`src/rtl/vcq_pkg.sv`:
```
package vcq_pkg;
  typedef enum logic [1:0] {
    K_REG  = 2'd0,
    K_PC   = 2'd1,
    K_FNPC = 2'd2,
    K_REGB = 2'd3
  } kind_e;

  typedef enum logic [1:0] {
    S_IDLE  = 2'd0,
    S_RUN   = 2'd1,
    S_FINAL = 2'd2
  } state_e;

  function automatic logic is_pc_kind(input logic [1:0] k);
    return (k == K_PC) || (k == K_FNPC);
  endfunction
endpackage

```
`src/rtl/vcq_store.sv`:
```
module vcq_store #(
  parameter int DEPTH = 16,
  parameter int W     = 72,
  localparam int IW   = (DEPTH > 1) ? $clog2(DEPTH) : 1
) (
  input  logic          clk,
  input  logic          we,
  input  logic [IW-1:0] waddr,
  input  logic [W-1:0]  wdata,
  input  logic [IW-1:0] raddr,
  output logic [W-1:0]  rdata
);
  logic [W-1:0] mem [DEPTH];

  always_ff @(posedge clk) begin
    if (we) mem[waddr] <= wdata;
    rdata <= mem[raddr];
  end
endmodule

```
`src/rtl/vcq_filter.sv`:
```
module vcq_filter #(
  parameter int AW = 32,
  parameter int MW = 6,
  parameter logic [MW-1:0] BENIGN = MW'(7)
) (
  input  logic          pend,
  input  logic          fp,
  input  logic [AW-1:0] fault_addr,
  input  logic [MW-1:0] mask,
  input  logic [AW-1:0] ent_addr,
  input  logic          ent_force,
  output logic          keep
);
  logic hit;
  logic mask_ok;

  always_comb begin
    hit     = pend && (ent_addr == fault_addr);
    mask_ok = (mask & ~BENIGN) == '0;
    if (!hit)    keep = 1'b1;
    else if (fp) keep = mask_ok;
    else         keep = ent_force;
  end
endmodule

```
`src/rtl/vliw_commit_queue.sv`:
```
module vliw_commit_queue
  import vcq_pkg::*;
#(
  parameter int DEPTH = 16,
  parameter int AW    = 32,
  parameter int XW    = 32,
  parameter int DW    = 6,
  parameter int MW    = 6
) (
  input  logic          clk,
  input  logic          rst,
  input  logic          pkt_start,
  input  logic [AW-1:0] cur_pc,
  input  logic          enq_valid,
  input  logic [AW-1:0] enq_addr,
  input  logic [1:0]    enq_kind,
  input  logic          enq_force,
  input  logic [DW-1:0] enq_dest,
  input  logic [XW-1:0] enq_data,
  input  logic [1:0]    ne_set,
  input  logic          exc_set,
  input  logic [AW-1:0] exc_addr,
  input  logic          exc_fp,
  input  logic [MW-1:0] exc_mask,
  input  logic          link_req,
  input  logic          commit,
  output logic          busy,
  output logic          overflow,
  output logic          wr_en,
  output logic [DW-1:0] wr_dest,
  output logic [XW-1:0] wr_data,
  output logic [AW-1:0] pc_out,
  output logic          done,
  output logic [AW-1:0] next_pc,
  output logic          lr_we,
  output logic [AW-1:0] lr_data,
  output logic [1:0]    ne_flags
);
  localparam int IW = (DEPTH > 1) ? $clog2(DEPTH) : 1;
  localparam int CW = $clog2(DEPTH + 1);
  localparam int EW = AW + 2 + 1 + DW + XW;
  localparam logic [MW-1:0] BENIGN_MASK = MW'(7);

  state_e        state;
  logic [CW-1:0] cnt;
  logic [CW-1:0] idx;
  logic [AW-1:0] pkt_pc;
  logic [AW-1:0] npc;
  logic          taken;
  logic          link_f;
  logic          exc_pend;
  logic [AW-1:0] exc_addr_q;
  logic          exc_fp_q;
  logic [MW-1:0] exc_mask_q;

  logic          st_we;
  logic [IW-1:0] st_raddr;
  logic [EW-1:0] st_wdata;
  logic [EW-1:0] st_rdata;

  logic [AW-1:0] e_addr;
  logic [1:0]    e_kind;
  logic          e_force;
  logic [DW-1:0] e_dest;
  logic [XW-1:0] e_data;
  logic          e_keep;
  logic          e_last;
  logic [CW-1:0] idx_nxt;

  assign busy     = (state != S_IDLE);
  assign idx_nxt  = idx + CW'(1);
  assign e_last   = (idx_nxt == cnt);
  assign st_we    = (state == S_IDLE) && !pkt_start && !commit && enq_valid
                    && (cnt != CW'(DEPTH));
  assign st_wdata = {enq_addr, enq_kind, enq_force, enq_dest, enq_data};
  assign st_raddr = (state == S_IDLE) ? '0 : idx_nxt[IW-1:0];
  assign {e_addr, e_kind, e_force, e_dest, e_data} = st_rdata;

  vcq_store #(.DEPTH(DEPTH), .W(EW)) u_store (
    .clk   (clk),
    .we    (st_we),
    .waddr (cnt[IW-1:0]),
    .wdata (st_wdata),
    .raddr (st_raddr),
    .rdata (st_rdata)
  );

  vcq_filter #(.AW(AW), .MW(MW), .BENIGN(BENIGN_MASK)) u_filter (
    .pend       (exc_pend),
    .fp         (exc_fp_q),
    .fault_addr (exc_addr_q),
    .mask       (exc_mask_q),
    .ent_addr   (e_addr),
    .ent_force  (e_force),
    .keep       (e_keep)
  );

  always_ff @(posedge clk) begin
    if (rst) begin
      state      <= S_IDLE;
      cnt        <= '0;
      idx        <= '0;
      pkt_pc     <= '0;
      npc        <= '0;
      taken      <= 1'b0;
      link_f     <= 1'b0;
      exc_pend   <= 1'b0;
      exc_addr_q <= '0;
      exc_fp_q   <= 1'b0;
      exc_mask_q <= '0;
      ne_flags   <= '0;
      overflow   <= 1'b0;
      wr_en      <= 1'b0;
      wr_dest    <= '0;
      wr_data    <= '0;
      pc_out     <= '0;
      done       <= 1'b0;
      next_pc    <= '0;
      lr_we      <= 1'b0;
      lr_data    <= '0;
    end else begin
      wr_en    <= 1'b0;
      done     <= 1'b0;
      lr_we    <= 1'b0;
      overflow <= 1'b0;
      if (link_req) link_f <= 1'b1;
      case (state)
        S_IDLE: begin
          if (pkt_start) begin
            cnt      <= '0;
            pkt_pc   <= cur_pc;
            pc_out   <= cur_pc;
            ne_flags <= '0;
            exc_pend <= 1'b0;
          end else begin
            ne_flags <= ne_flags | ne_set;
            if (exc_set) begin
              exc_pend   <= 1'b1;
              exc_addr_q <= exc_addr;
              exc_fp_q   <= exc_fp;
              exc_mask_q <= exc_mask;
            end
            if (commit) begin
              idx   <= '0;
              taken <= 1'b0;
              npc   <= pkt_pc;
              state <= (cnt == '0) ? S_FINAL : S_RUN;
            end else if (enq_valid) begin
              if (cnt == CW'(DEPTH)) overflow <= 1'b1;
              else                   cnt <= cnt + CW'(1);
            end
          end
        end
        S_RUN: begin
          if (e_keep) begin
            if (is_pc_kind(e_kind)) begin
              if (!taken) begin
                taken  <= 1'b1;
                npc    <= e_data[AW-1:0];
                pc_out <= e_addr;
              end
            end else begin
              wr_en   <= 1'b1;
              wr_dest <= e_dest;
              wr_data <= e_data;
              pc_out  <= e_addr;
            end
          end
          idx <= idx_nxt;
          if (e_last) state <= S_FINAL;
        end
        default: begin
          next_pc <= npc;
          pc_out  <= npc;
          done    <= 1'b1;
          cnt     <= '0;
          state   <= S_IDLE;
          if (link_f) begin
            lr_we   <= 1'b1;
            lr_data <= pkt_pc;
            link_f  <= 1'b0;
          end
        end
      endcase
    end
  end
endmodule

```
`config.mk`:
```
export PLATFORM = sky130hd
export DESIGN_NAME = vliw_commit_queue
export DESIGN_NICKNAME = d
export VERILOG_FILES = /design/src/rtl/vcq_pkg.sv /design/src/rtl/vcq_store.sv /design/src/rtl/vcq_filter.sv /design/src/rtl/vliw_commit_queue.sv
export SDC_FILE = /design/constraint.sdc
export NUM_CORES = 2
export LEC_CHECK = 0
export BUFFER_PORTS_ARGS = -buffer_cell sky130_fd_sc_hd__buf_2
export CAP_MARGIN = 20
export CORE_AREA = 5 5 316 318
export CTS_CLUSTER_DIAMETER = 50
export DETAILED_ROUTE_END_ITERATION = 10
export DIE_AREA = 0 0 321 323
export PLACE_DENSITY = 0.85
export SLEW_MARGIN = 20
export SYNTH_ARGS = -nofsm -noshare
export SYNTH_HDL_FRONTEND = slang
export SYNTH_SLANG_ARGS = --single-unit
```
`constraint.sdc`:
```
create_clock -name clk -period 7.9 [get_ports clk]
set_input_delay 1.58 -clock clk [delete_from_list [all_inputs] [get_ports clk]]
set_output_delay 1.58 -clock clk [all_outputs]
set_load 0.02 [all_outputs]
```
Word level (Yosys, flattened, before mapping)

Memories as Yosys holds them, arrays and structs flattened. A register that Yosys moved wholly into a read port is not among the register bits.
Index checks and enable logic that the tools add are counted.
W data, S select, Z words.

Add/subtract/negate cells: 2
Eq/ne operators: 18
Multiplexer cells: 44
Bitwise logic cells: 8
Reduce and logical (&&, ||, !) cells: 29

Operator list:

| operator              | count |
|---|---|
| $mux W32              | 9 |
| $pmux W32 S2          | 2 |
| $eq A32 B32 Y1        | 1 |
| $mux W5               | 6 |
| $pmux W5 S2           | 2 |
| $mux W1               | 17 |
| $reduce_and A3 Y1     | 5 |
| $ne A2 B2 Y1 const B  | 7 |
| $ne A3 B3 Y1 const B  | 4 |
| $add A5 B1 Y5 const B | 2 |
| $mux W2               | 5 |
| $not A1 Y1            | 7 |
| $logic_not A6 Y1      | 1 |
| $reduce_and A2 Y1     | 3 |
| $reduce_and A6 Y1     | 1 |
| $reduce_bool A2 Y1    | 3 |
| $reduce_or A3 Y1      | 2 |
| $eq A5 B5 Y1          | 1 |
| $eq A5 B5 Y1 const B  | 1 |
| $logic_and A1 B1 Y1   | 5 |
| $logic_not A5 Y1      | 1 |
| $ne A5 B5 Y1 const B  | 1 |
| $reduce_and A5 Y1     | 1 |
| $reduce_or A5 Y1      | 1 |
| other kinds (11)      | 13 |

Register bits after elaboration: 258
Bits in writable memories: 1,168
Bits of input ports: 153
Output and inout port bits: 141
Logic and storage cells: 123
Memories kept: 1

Memories:

| memory      | words | bits a word | rd ports | clocked after Yosys merged registers in | wr ports | line            | RTL |
|---|---|---|---|---|---|---|---|
| u_store.mem | 16    | 73          | 1        | 1                                       | 1        | vcq_store.sv:13 | `logic [W-1:0] mem [DEPTH];` |

Logic depth before layout (Yosys ltp)

Depth after elaboration: 7
Gate-level depth with buffers: 9
Depth with buffers taken out: 7

By module

Synthesis repeated with hierarchy kept, for this count alone.

Cell total of the unflattened synthesis: 3,120
Area total of the unflattened synthesis: 55,421.9 µm²

Modules (own cells, without submodules):

| module            | instances | cells each | area each (µm²) | seq. area each (µm²) |
|---|---|---|---|---|
| vcq_store         | 1         | 1,875      | 45,127.0        | 36,535.0 |
| vliw_commit_queue | 1         | 1,199      | 9,925.8         | 5,165.0 |
| vcq_filter        | 1         | 46         | 369.1           | 0.0 |

Worst setup path after synthesis

OpenSTA, ideal clock, no wires.

Kind: input to register
Start point: input pkt_start
End point: memory u_store.mem[0][0] (netlist name) (enable)
Setup time: 0.505 ns
Arrival: 5.059 ns
Data required time: 7.395 ns
Slack: 2.337 ns
Cell stages on the path: 3
Buffers on the path: 0
Cell sequence: nor3_2 > nand2_1 > nor2_1

Cells in the longest elaborated chain, start to end: 7

Ends and longest elaborated chain:

| element                           | line                    | RTL |
|---|---|---|
| from (decl)                       | vliw_commit_queue.sv:12 | `input logic pkt_start,` |
| $logic_not A1 Y1                  | vliw_commit_queue.sv:73 | `assign st_we = (state == S_IDLE) && !pkt_start && !commit && enq_valid` |
| $logic_and A1 B1 Y1 (3 in series) | vliw_commit_queue.sv:73 |  |
| $logic_and A1 B1 Y1               | vliw_commit_queue.sv:74 | `&& (cnt != CW'(DEPTH));` |
| $mux W1                           | vcq_store.sv:16         | `if (we) mem[waddr] <= wdata;` |
| $mux W1 (implied by the code)     | vcq_store.sv:16         |  |
| to (decl)                         | vcq_store.sv:13         |  |

Every way passes these cells.

Worst setup path after layout

Start point: input pkt_start
End point: memory u_store.mem[13][26] (netlist name) (enable)

The elaborated chain is that of the path after synthesis.

==> impl_metrics.yaml <==
clock_network:
  postCtsSetupRepairBufs: 0
  ctsHtreeMaxLevel: 4
  worstSkewPairLatency_ns: 0.75
  cts_sinks: 1496
  numCtsBuffers: 141
  holdBufCountCts: 0
  clock_path_buffers: 3
  cts.reportedPaths.clkPinSlew_ns: 0.06
  post_cts_resized: 0
  ctsRootBufferMaster: "clkbuf_16"
  cts_tree: "done"
placement:
  io_buffers: 290
  dp.cells: 5113
  pre_cts_ws_ns: 2.94
  place_hpwl_mm: 81.4
  gp_congestion: 0.877
drt:
  wl_mm: 154
  viasPerCell: 6.63
  drc: 0
  vias: 35775
  wl_per_cell_um: 28.5
  drt-pass1-iter-count: 6
  first_iter_violations: 5384
  ant_nets: 0
layout:
  syn_to_final_growth_pct: 12.8
  instances_no_fill: 5400
  mostFrequentLayoutCell: "edfxtp_1"
  final_cell_mix: "edfxtp_1 (1168), nand2_1 (509), dfxtp_1 (325), buf_2 (289), a211oi_1 (221)"
  multiInputGateArea_um2: 14800
  drive_above_1_share_pct: 18.8
  seqCellArea_um2: 41600
  n_fill_cell: 5743
  final_nets: 4139
synthesis:
  synth_seq_area_share_pct: 72.2
  synth_seq_cells: 1496
  syn_area_um2: 57600
  synth_edf_count: 1168
  synth-main-ff-cell: "edfxtp_1"
  netlist_instances: 3779
  synth_top_cell_area_share_pct: 60.8
  async_flop_share_pct: 0
  synth.avg_cell_area_um2: 15.3
  synthTopCellsByArea: "edfxtp_1 (61%), dfxtp_1 (11%), mux4_2 (5.7%)"
  synth_area_leader_cell: "edfxtp_1"
  yosysUniqueCellTypes: 51
  yosys_warnings: 0
  syn-num-nets: 3937
flow_run:
  cap_violations: 0
global_routing:
  grt_max_degree: 215
  grt_pass1_wl_mm: 223
  grt_usage_pct: 28.9
  antenna_found_initial: 42
  grt_overflow: 0
  grt_pass1_vias: 34745
floorplanning:
  core_area_um2: 96300
  start_util_pct: 59.9
  fp.dieW_um: 321
  dieArea_um2: 104000
  dieHeight_um: 323
  ioPinCount: 294
  core.rowCount: 114
power_and_ir_drop:
  power_leakage_uw: 0.0211
  p_int_uw: 12900
  power_density_nw_per_um2: 252
  comb_power_share_pct: 4.4
  p_switching_uw: 3470
  power_frac_clock_pct: 42.7
  seq_power_share_pct: 53.0
  ir_worst_vdd_mv: 0.227
  swShare_pct: 21.1
setup_path:
  startpoint: "pkt_start"
  arrival_ns: 4.74
  reg2reg_to: "u_store.mem[13][26]"
  end_kind: "flip-flop"
  reg2reg_slack_ns: 3.78
  cp_max_fo: 50
  startpoint_type: "input pin"
  r2r_start: "state[1]"
  cp.required_ns: 8.26
  rr_worst_depth: 6
  critPathCapture: "u_store.mem[13][26]"
  critPathKind: "in -> reg"
sta:
  hold_viol_final: 0
  rsz0062_at_grt: "no"
  setup_tns_ns: 0
  worst_pin_slew_ns: 1.15
  maxSlewHeadroom_pct: 23.6
  skew_ns: 0.0349
  setup_viol: 0
  drv_slew: 0
  fin_ws_ns: 3.52
  fin_crit_ns: 4.38
  fin_crit_sh_pct: 55.4
  max_freq_mhz: 229
run_status:
  status: "complete, no violations"
worst_hold_path:
  hp-class: "reg -> reg"
==> power by group through the flow <==
stage | sequential, µW | combinational [µW] | clock, µW
floorplan | 8810 | 419 | 0
CTS | 8690 | 704 | 7030
global placement | 8850 | 657 | 0
global route | 8690 | 770 | 7380
detailed placement | 8860 | 689 | 0
finish | 8690 | 716 | 7010
==> worst max-delay path: stages <==
cell and delay (ns):
buf_2 0.13, nor3_2 0.33, nand2_1 0.27, nor2b_1 0.54, and3_1 0.37, and2_4 0.91, buf_4 0.59
==> synthesized netlist by cell type (all sizes together) (80+ instances only) <==
library cell  number
nor2              88
a211oi           221
mux4             146
clkbuf           191
and2             161
nand2            509
mux2i            102
dfxtp            328
buf               92
a21oi            113
nand2b            80
edfxtp          1168
==> layout make-up <==
type / instances / share of cell area, %
clock buffers: 197 / 6.26
multi-input cells: 1964 / 22.7
diodes: 31 / 0.119
clock inverters: 58 / 1.13
repair buffers: 342 / 3.06
inverters: 36 / 0.208
flip-flops and latches: 1496 / 64.0
well taps: 1276 / 2.45
==> worst min-delay path by stage <==
stage	from	end	slack [ns]	cells past startpoint
2_1_floorplan	exc_mask_q[4]	exc_mask_q[4]	0.44	2
3_3_place_gp	exc_mask_q[4]	exc_mask_q[4]	0.45	2
3_5_place_dp	exc_mask_q[3]	exc_mask_q[3]	0.45	2
4_1_cts	exc_mask_q[3]	exc_mask_q[3]	0.47	2
5_1_grt	u_store.rdata[33]	wr_dest[1]	0.48	2
6_report	u_store.rdata[33]	wr_dest[1]	0.46	2
==> sequential cells by signal, summed over array words and instances (netlist names), 2 cells and up <==
register / count
lr_data: 32
exc_addr_q: 32
exc_mask_q: 3
idx: 5
u_store.rdata: 73
npc: 32
next_pc: 32
wr_data: 32
wr_dest: 6
pc_out: 32
state: 2
pkt_pc: 32
cnt: 5
ne_flags: 2
u_store.mem: 1168
==> routing by layer <==
| metal | wire length (µm) | GRT usage, % | up-vias |
|---|---|---|---|
| li1 | - | - | 14953 |
| met1 | 53600 | 37.7 | 17614 |
| met2 | 71900 | 45.3 | 2717 |
| met3 | 20000 | 8.28 | 467 |
| met4 | 8060 | 14.3 | 24 |
| met5 | 162 | 0 | - |
==> logic make-up after synthesis <==
| family | count (synthesis) | share of synthesized area [%] |
|---|---|---|
| compound gates | 728 | 9.54 |
| fa+ha+maj | 5 | 0.109 |
| mux | 248 | 7.47 |
| simple gates | 942 | 7.68 |
| buf+inv | 319 | 2.35 |
| xor+xnor | 41 | 0.623 |
| flops | 1496 | 72.2 |
==> metrics by stage <==
step | instance area (µm²) | utilization (%) | hold WS (ns) | total power [µW]
global placement | 60100 | 62.4 | 0.446 | 9510
CTS | 64900 | 67.5 | 0.466 | 16400
global route | 65000 | 67.5 | 0.483 | 16800
finish | 65000 | 67.6 | 0.464 | 16400
detailed placement | 60100 | 62.5 | 0.448 | 9540
floorplan | 57600 | - | 0.436 | 9220
Power figures use the tool's default switching activity.
